[config.mk]
export PLATFORM = sky130hd
export DESIGN_NAME = uart_mod_rx
export DESIGN_NICKNAME = d
export VERILOG_FILES = /design/src/rtl/uart_mod_rx.sv
export SDC_FILE = /design/constraint.sdc
export NUM_CORES = 1
export LEC_CHECK = 0
export BUFFER_PORTS_ARGS = -buffer_cell sky130_fd_sc_hd__buf_2
export CAP_MARGIN = 5
export CORE_ASPECT_RATIO = 1.4
export CORE_UTILIZATION = 37
export DETAILED_ROUTE_END_ITERATION = 8
export SYNTH_ARGS = -nofsm -noshare
export SYNTH_HDL_FRONTEND = slang
export SYNTH_SLANG_ARGS = --single-unit
[constraint.sdc]
create_clock -name clk -period 4 [get_ports clk]
set_input_delay 0.2 -clock clk [delete_from_list [all_inputs] [get_ports clk]]
set_output_delay 0.2 -clock clk [all_outputs]
set_load 0.005 [all_outputs]
[src/rtl/uart_mod_rx.sv]
module uart_mod_rx #(
  parameter int DIV_W = 16
) (
  input  logic             clk,
  input  logic             rst_n,
  input  logic             rxd,
  input  logic [DIV_W-1:0] div,
  input  logic [7:0]       mod,
  output logic [7:0]       data,
  output logic             data_valid,
  output logic             frame_err,
  output logic             busy
);
  localparam int CW = DIV_W + 1;
  localparam logic [3:0] LAST = 4'd9;

  typedef enum logic [1:0] {S_IDLE, S_RUN, S_HOLD} state_t;

  state_t        st;
  logic [1:0]    sy;
  logic [1:0]    sh;
  logic          rx_s;
  logic [CW-1:0] cnt;
  logic [3:0]    idx;
  logic [7:0]    sreg;
  logic [CW-1:0] dv;
  logic [CW-1:0] half;
  logic [3:0]    nxt;
  logic          vote;

  assign rx_s = sy[1];
  assign dv   = (div < DIV_W'(3)) ? CW'(3) : CW'(div);
  assign half = (dv >> 1) + CW'(mod[0]);
  assign nxt  = idx + 4'd1;
  assign vote = (sh[1] & sh[0]) | (sh[1] & rx_s) | (sh[0] & rx_s);
  assign busy = (st != S_IDLE);

  always_ff @(posedge clk or negedge rst_n) begin
    if (!rst_n) begin
      sy <= 2'b11;
      sh <= 2'b11;
    end else begin
      sy <= {sy[0], rxd};
      sh <= {sh[0], rx_s};
    end
  end

  always_ff @(posedge clk or negedge rst_n) begin
    if (!rst_n) begin
      st         <= S_IDLE;
      cnt        <= '0;
      idx        <= '0;
      sreg       <= '0;
      data       <= '0;
      data_valid <= 1'b0;
      frame_err  <= 1'b0;
    end else begin
      data_valid <= 1'b0;
      case (st)
        S_IDLE: if (!rx_s && sh[0]) begin
          st  <= S_RUN;
          cnt <= half - CW'(1);
          idx <= '0;
        end
        S_RUN: begin
          if (cnt != '0) begin
            cnt <= cnt - CW'(1);
          end else if (idx == 4'd0 && vote) begin
            st <= S_IDLE;
          end else if (idx == LAST) begin
            data       <= sreg;
            data_valid <= 1'b1;
            frame_err  <= !vote;
            st         <= vote ? S_IDLE : S_HOLD;
          end else begin
            if (idx != 4'd0) sreg <= {vote, sreg[7:1]};
            idx <= nxt;
            cnt <= dv + CW'(mod[nxt[2:0]]) - CW'(1);
          end
        end
        S_HOLD: if (rx_s) st <= S_IDLE;
        default: st <= S_IDLE;
      endcase
    end
  end
endmodule

# Yosys cells after proc, flatten, opt, wreduce, memory -nomap -nowiden
# Index checks and enable logic that the tools add are counted.
# word_totals
ff_bits	45
word_cells	75
inputBits	27
output_inout_bits	11
# classes
eq_ne	11
reduce_logical	15
muxes	24
n_lt_le_gt_ge	2
add_sub_neg	6
bitwise	8
# ops
operator	n
two-way mux 17 bit	4
one-hot mux 17 bit (2 select lines)	1
subtractor 17 x 1 -> 17 bit (second input constant)	2
adder 16 x 1 -> 17 bit	1
nonzero test 17 bit	1
subtractor 16 x 1 -> 17 bit (second input constant)	1
adder 15 x 1 -> 16 bit	1
less-than comparator 16 x 2 -> 1 bit (second input constant)	1
two-way mux 16 bit	1
two-way mux 4 bit	4
two-way mux 2 bit	6
AND reduction 4 bit	3
inequality test 2 bit (second input constant)	5
AND reduction 5 bit	2
inequality test 3 bit (second input constant)	3
one-hot mux 4 bit (2 select lines)	1
one-hot mux 2 bit (3 select lines)	1
two-way mux 1 bit	5
adder 4 x 1 -> 4 bit (second input constant)	1
equality test 4 bit (second input constant)	1
zero test 4 bit	1
less-than comparator 3 x 4 -> 1 bit (second input constant)	1
nonzero test 2 bit	2
nonzero test 4 bit	1
9 further kinds	16

# Logic depth before layout (Yosys ltp)
# Gate-level depths: netlist (run 1).
# depth
depth_word	9
depth_mapped	13
ltp_nobuf	12

# Worst setup path before layout (run 1)
# OpenSTA, ideal clock, no wires.
# synth_timing
kind	input to register
start	in div[9]
end	reg cnt[14]
cell_stages	13
required_time_ps	3878
path_buffers	1
slack_ps	963
t_arrival_ps	2915
setup_time_ps	122
path_cell_list	clkbuf_1 -> nor3_1 -> nand2_1 -> nor2_1 -> nor2_1 -> ha_1 -> ha_1 -> or4b_2 -> nor4_1 -> nor2b_1 -> xnor2_1 -> o21ai_0 -> a32o_1
# synth_between
elab_chain_len	8
elab_cells_between_ends	11
cone_classes	4 x add/sub; 1 x order compare; 6 x mux
# synth_lines
item	line	source
start, declared	7	input logic [DIV_W-1:0] div,
less-than comparator 16 x 2 -> 1 bit	32	assign dv = (div < DIV_W'(3)) ? CW'(3) : CW'(div);
two-way mux 16 bit (*)	32	
adder 16 x 1 -> 17 bit	78	cnt <= dv + CW'(mod[nxt[2:0]]) - CW'(1);
subtractor 17 x 1 -> 17 bit	78	
two-way mux 17 bit	70	end else if (idx == LAST) begin
two-way mux 17 bit	68	end else if (idx == 4'd0 && vote) begin
two-way mux 17 bit	66	if (cnt != '0) begin
one-hot mux 17 bit (2 select lines) (*)	59	case (st)
end signal, assigned	62	cnt <= half - CW'(1);
end signal, assigned	67	cnt <= cnt - CW'(1);
end signal, assigned	78	
end, declared	23	logic [CW-1:0] cnt;
# Every way passes the cells marked *; elsewhere a longest branch is shown, timed or not. The select of a mux whose other input is x is not followed.
# A chain may end at the register's enable or synchronous reset.

# Worst setup path after layout (run 1)
# layout_timing
start	reg idx[0]
end	reg cnt[9]
# layout_between
elab_chain_len	9
elab_cells_between_ends	15
cone_classes	3 x add/sub; 3 x eq/ne; 6 x mux; 3 x reduce/logical
# layout_lines
item	line	source
start, declared	24	logic [3:0] idx;
start signal, assigned	77	idx <= nxt;
adder 4 x 1 -> 4 bit	34	assign nxt = idx + 4'd1;
binary-select mux 1 bit (select 3 bit)	78	
two-way mux 1 bit (implied by the code)	78	
adder 16 x 1 -> 17 bit	78	
subtractor 17 x 1 -> 17 bit	78	
two-way mux 17 bit	70	
two-way mux 17 bit	68	
two-way mux 17 bit	66	
one-hot mux 17 bit (2 select lines)	59	
# Several ways; a longest one is shown, not always the timed one. The select of a mux whose other input is x is not followed.

==> summary.md, run 1 <==
| Metric | Value |
|---|---|
| Status | completed |
| Antenna violations before repair | 0 |
| Most frequent cell after synthesis | dfrtp_1 |
| Max Root-Sink Buffers | 2 |
| Post-DR vias/cell | 5.58 |
| Syn Inst Count | 354 |
| Antenna viol nets, final | 0 |
| Final TNS setup | 0 ps |
| Syn nets | 389 |
| Worst path arrival time | 3710 ps |
| CP Max Fanout | 8 |
| Synth area leader | dfrtp_1 |
| Hold Vio Cnt, Final | 0 |
| # fillers | 835 |
| Worst setup path startpoint | idx[0]$_DFFE_PN0P_ |
| Worst slew margin | 0.251 |
| Final std cells w/o fill | 486 |
| Largest net degree at the start of global routing | 46 |
| LEAKAGE | 1.51 nW |
| Row count | 39 |
| Routed WL per cell | 16.3 µm |
| Final core area utilization | 0.435 |
| First-pass detailed-route iteration total | 4 |
| Gr usage total | 0.193 |
| Final HPWL DP | 5.89 mm |
| Pins Over Slew Limit | 0 |
| PostCTS Resize Cnt | 0 |
| Final wirelength | 7.91 mm |
| Worst-Margin Slew | 1120 ps |
| Postcts setup bufs | 0 |
| Top cells by area, synth | dfrtp_1, xor2_1, o21ai_0, nor2_1, mux2_4 |
| DR iter-0 viols | 85 |
| CTS tree | yes |
| IO buf count | 37 |
| Via count | 2712 |
| Share of layout cells above drive strength 1 | 0.216 |
| Synth Warn # | 0 |
| Clk slew on worst S/H paths | 70 ps |
| Syn Std Cell Area | 3140 µm² |
| Dpl cells | 478 |
| Fraction of registers with async set or reset after synthesis | 1.00 |
| Yosys reg bits | 45 |
| Post-route minimum period | 3510 ps |
| Final worst setup slack | 489 ps |
| Area fraction of the dominant cell type after synthesis | 0.326 |
| Core ar. | 8200 µm² |
| Clk_lat worst skew | 290 ps |
| CP Capture Type | flip-flop |
| H-tree depth | 2 |
| Effective utilization at floorplan | 0.383 |
| Diodes inserted | 0 |
| Top-Level Pins | 38 |
| CP Launch Type | flip-flop |
| Num CTS Buffers | 5 |
| Netlist cell types | 58 |
| Register area share after synthesis | 0.360 |
| Worst slack, placed | 483 ps |
| Dominant synthesized flop cell | dfrtp_1 |
| Clock Sink Count | 45 |
| Vias in the first global route | 2659 |
| CP Data Required Time | 4190 ps |
| EDFF count, synth | 0 |
| Clk root buf | clkbuf_16 |
| Final setup viols | 0 |
| Hold Path Class | input port to asynchronous set/reset pin |
| Gr ovfl total | 0 |
| Final Cycle Share | 0.878 |
| Peak supply drop | 0.000191 V |
| Die footprint | 8870 µm² |
| F_max | 0.285 GHz |
| Pwr Density | 402 nW/µm² |
| Cts hold-fix bufs | 0 |
| Mean Syn Cell Area | 8.88 µm² |
| Nets | 418 |
| RSZ-0062 raised after global routing | false |
| GP Congestion | 0.863 |
| First-pass GRT wire length | 13.4 mm |
| Growth of design area from synthesis to finish | 13.6% |
| # DRC | 0 |
| Reg-to-reg startpoint | idx[0]$_DFFE_PN0P_ |
| Max Cap Viol | 0 |
| Die X | 79.9 µm |
| Die Span Y | 111 µm |
| Type of the worst setup path | flip-flop to flip-flop |
| Top cells by count, synth | dfrtp_1, nor2_1, nand2_1, o21ai_0 |
| Clk_skew | 5.74 ps |
[flip-flops by register name (all words and copies together), names as in the netlist]
| register | flops |
|---|---|
| st | 2 |
| sy | 2 |
| data_valid | 1 |
| data | 8 |
| sreg | 8 |
| cnt | 17 |
| idx | 4 |
| sh | 2 |
| frame_err | 1 |
[report_power, final]
part           internal [mW]  switching [mW]  total, mW
Sequential             0.540          0.0959      0.636
Clock                  0.236           0.184      0.420
Combinational          0.179           0.198      0.378
[worst max-delay path: stages (launching register included)]
cell and delay [ps]:
dfrtp_1 510, inv_1 80, ha_1 360, mux4_2 500, mux2i_1 190, ha_1 230
nor3b_1 320, nand2_1 200, a2111oi_0 510, xor2_1 240, a21oi_1 90, o31ai_1 190
[kinds of logic (layout without fill, tap and decap cells)]
logic type | count (synthesis) | after routing | share of synthesized area
AOI/OAI and AO/OA | 74 | 74 | 0.150
buffers and inverters | 33 | 63 | 0.0426
and+or+nand+nor | 143 | 143 | 0.241
adders and majority gates | 8 | 8 | 0.0318
DFF | 45 | 45 | 0.360
muxes | 21 | 21 | 0.0908
xor gates and xnor gates | 30 | 30 | 0.0836
[per-layer routing]
layer | part of all wire | up-vias | global-route usage
met5 | 0 | - | 0
met4 | 0.023 | 0 | 0.0702
met3 | 0.031 | 13 | 0.0239
met2 | 0.51 | 66 | 0.327
met1 | 0.43 | 1299 | 0.246
li1 | - | 1334 | -
[through the flow]
| stage | instance area (µm²) | power, mW | hold slack (ps) |
|---|---|---|---|
| 3_5_place_dp | 3420 | 1.02 | 308 |
| 3_3_place_gp | 3420 | 1.01 | 313 |
| 6_report | 3570 | 1.43 | 1.45 |
| 2_1_floorplan | 3140 | 0.908 | -95.6 |
| 4_1_cts | 3570 | 1.44 | 13.5 |
| 5_1_grt | 3570 | 1.53 | 8.43 |
[cell usage in the layout (no fill, tap or decap), drive strengths merged, types with 6 or more instances in the layout]
master / synthesis / final
a21oi: 18 / 18
buf: 5 / 45
dfrtp: 41 / 41
ha: 8 / 8
inv: 9 / 11
mux2: 16 / 16
nand2: 29 / 29
nand3: 8 / 8
nand4: 8 / 8
nor2: 35 / 35
nor3: 14 / 14
nor4: 11 / 11
o21ai: 27 / 27
or3: 6 / 6
xnor2: 13 / 13
xor2: 17 / 17
[worst paths after layout]
check / endpoint / slack [ps] / cells past startpoint
min in group clk: sy[0]$_DFF_PN1_ / 10 / 1
min: cnt[0]$_DFFE_PN0P_ / 1 / 2
max reg2reg: cnt[9]$_DFFE_PN0P_ / 490 / 11
min reg2reg: sy[1]$_DFF_PN1_ / 360 / 0
max in group asynchronous: sreg[4]$_DFFE_PN0P_ / 3600 / 2
max: cnt[9]$_DFFE_PN0P_ / 490 / 11
[cell type report]
type                    instances  area (µm²)  share of cell area
clock buffers                   5         125              0.0351
clock inverters                 3        25.0             0.00701
inverters                      10        37.5              0.0105
multi-input cells             276        1880               0.526
flip-flops and latches         45        1130               0.317
well taps                     102         128              0.0358
repair buffers                 45         245              0.0687
Note: power is estimated with default switching activity, not from simulation.
==> run 2, diff against run 1 <==
- RECOVER_POWER: default -> 25
==> summary.md, run 2 (synthesized netlist as in run 1, its figures left out) <==
| Metric | Value |
|---|---|
| Crit path cell chain | inv_1 > ha_1 > mux4_2 > mux2i_1 > ha_1 > nor3b_1 > nand2_1 > a2111oi_0 > xor2_1 > a21oi_1 > o31ai_1 |
| Wire length on met3 | 243 µm (unchanged) |
| GP Congestion | 0.863 (unchanged) |
| Routed WL per cell | 16.3 µm (about the same) |
| DR iter-0 viols | 85 (unchanged) |
| Clk slew on worst S/H paths | 60 ps (about the same) |
| Top-Level Pins | 38 (unchanged) |
| Pwr Total | 1.43 mW (about the same) |
| Worst slew margin | -0.650 (-0.901) |
| Pwr Density | 402 nW/µm² (about the same) |
| Clk_lat worst skew | 290 ps (about the same) |
| Failing checks | max-capacitance violations, max-slew violations |
| CP Capture Type | flip-flop |
| First-pass detailed-route iteration total | 4 (unchanged) |
| Crit path buffers/inverters | 1 (unchanged) |
| H-tree depth | 2 (unchanged) |
| Largest net degree at the start of global routing | 46 (unchanged) |
| Post-DR vias/cell | 5.58 (unchanged) |
| Row count | 39 (unchanged) |
| Most common cell after layout, fill and taps aside | dfrtp_1 |
| Top routing layer in use | met4 |
| Vias in the first global route | 2659 (unchanged) |
| Pins Over Slew Limit | 46 (+46) |
| LEAKAGE | 1.51 nW (-0.24%) |
| WL met1 | 3.41 mm (about the same) |
| Num CTS Buffers | 5 (unchanged) |
| Sequential power share | 0.444 (about the same) |
| Diodes inserted | 0 (unchanged) |
| Seq. cell area | 1130 µm² (unchanged) |
| First-pass GRT wire length | 13.4 mm (unchanged) |
| Internal | 0.955 mW (about the same) |
| Commonest cells after routing, fill and taps aside | dfrtp_1, buf_2, nor2_1, nand2_1, o21ai_0 |
| Cts hold-fix bufs | 0 (unchanged) |
| Gr ovfl total | 0 (unchanged) |
| Worst-Margin Slew | 2480 ps (+1350 ps) |
| Area occupied by multi-input gates | 1880 µm² (unchanged) |
| Regs by FF count | cnt (17), data (8), sreg (8) |
| Most used cell, CP | ha_1 |
| Post-route minimum period | 3510 ps (unchanged) |
| Sw Pwr | 0.478 mW (about the same) |
| Hold Path Class | input port to flip-flop |
| Antenna violations before repair | 0 (unchanged) |
| Slowest stage delay, CP | 510 ps (about the same) |
| Final wirelength | 7.91 mm (about the same) |
| Clock power share | 0.293 (about the same) |
| Core ar. | 8200 µm² (unchanged) |
| Top delay family on crit path | compound AO/OA/AOI/OAI gates |
| IO buf count | 37 (unchanged) |
| Clock Sink Count | 45 (unchanged) |
| Die X | 79.9 µm (unchanged) |
| Gr usage total | 0.193 (unchanged) |
| Final Cycle Share | 0.878 (unchanged) |
| Final setup viols | 0 (unchanged) |
| Final TNS setup | 0 ps (unchanged) |
| Clk root buf | clkbuf_16 |
| Final HPWL DP | 5.89 mm (unchanged) |
| Status | finished with violations |
| Fin area | 3570 µm² (-0.11%) |
| # DRC | 0 (unchanged) |
| Clk_skew | 5.74 ps (unchanged) |
| Die footprint | 8870 µm² (unchanged) |
| Worst path arrival time | 3710 ps (about the same) |
| Cell area after placement | 3420 µm² (unchanged) |
| Growth of design area from synthesis to finish | 13.5% |
| Max Root-Sink Buffers | 2 (unchanged) |
| RSZ-0062 raised after global routing | false |
| Max Cap Viol | 1 (+1) |
| Largest Register | cnt |
| Peak supply drop | 0.000191 V (about the same) |
| Critical path's slowest cell | dfrtp_1 |
| Comb pwr share | 0.263 (about the same) |
| CP Data Required Time | 4190 ps (about the same) |
| PostCTS Resize Cnt | 0 (unchanged) |
| Worst R2R Setup Slack | 490 ps (about the same) |
| Postcts setup bufs | 0 (unchanged) |
| Via count | 2712 (unchanged) |
| Max reg flops | 17 (unchanged) |
| Antenna viol nets, final | 0 (unchanged) |
| Hold WS | 13.4 ps (+12.0 ps) |
| CTS tree | yes |
| Die Span Y | 111 µm (unchanged) |
| CP Max Fanout | 8 (unchanged) |
| F_max | 0.285 GHz (unchanged) |
| Detail Route met2 WL | 4.07 mm (unchanged) |
| Share of layout cells above drive strength 1 | 0.214 (-0.00260) |
| Hold Vio Cnt, Final | 0 (unchanged) |
| # fillers | 837 (+0.24%) |
| Nets | 418 (unchanged) |
| CP Launch Type | flip-flop |
| Type of the worst setup path | flip-flop to flip-flop |
| Switch share | 0.334 (about the same) |
| Effective utilization at floorplan | 0.383 (unchanged) |
[run 2: changes by cell type in the layout (fill, tap and decap cells not counted)]
cell | before | now
clkbuf_1 | 0 | 1
buf_4 | 8 | 7
[run 2: stage by stage]
stage | utilization | setup slack, ps | cells
floorplan | - | 963 | 354
global placement | 0.417 | 491 | 478
detailed placement | 0.417 | 483 | 478
CTS | 0.435 | 460 | 486
global route | 0.435 | 137 | 486
finish | 0.435 | 489 | 486
[run 2: worst paths after layout]
| kind | start | to | cells past startpoint |
|---|---|---|---|
| worst max register to register | idx[0]$_DFFE_PN0P_ | cnt[9]$_DFFE_PN0P_ | 11 |
| min in group asynchronous | rst_n | idx[0]$_DFFE_PN0P_ | 2 |
| max in group asynchronous | rst_n | sreg[4]$_DFFE_PN0P_ | 2 |
| worst min-delay path | rxd | sy[0]$_DFF_PN1_ | 1 |
| worst max-delay path | idx[0]$_DFFE_PN0P_ | cnt[9]$_DFFE_PN0P_ | 11 |
| worst min register to register | sy[0]$_DFF_PN1_ | sy[1]$_DFF_PN1_ | 0 |
[run 2: power by group through the flow]
stage | logic (mW) | registers [mW] | clock network (mW)
final | 0.377 | 0.636 | 0.420
after floorplan | 0.292 | 0.616 | 0
after global placement | 0.368 | 0.643 | 0
after global routing | 0.426 | 0.652 | 0.447
after CTS | 0.379 | 0.636 | 0.428
after detailed placement | 0.376 | 0.644 | 0
[run 2: layout make-up]
class,count,area share
well taps,102,0.0358
flip-flops and latches,45,0.317
inverters,10,0.0105
multi-input cells,276,0.527
repair buffers,45,0.0677
clock buffers,5,0.0351
clock inverters,3,0.00702
[run 2: layer usage]
layer	track usage	vias up
met2	0.327	66
met4	0.0702	0
met5	0	-
met1	0.246	1299
li1	-	1334
met3	0.0239	13
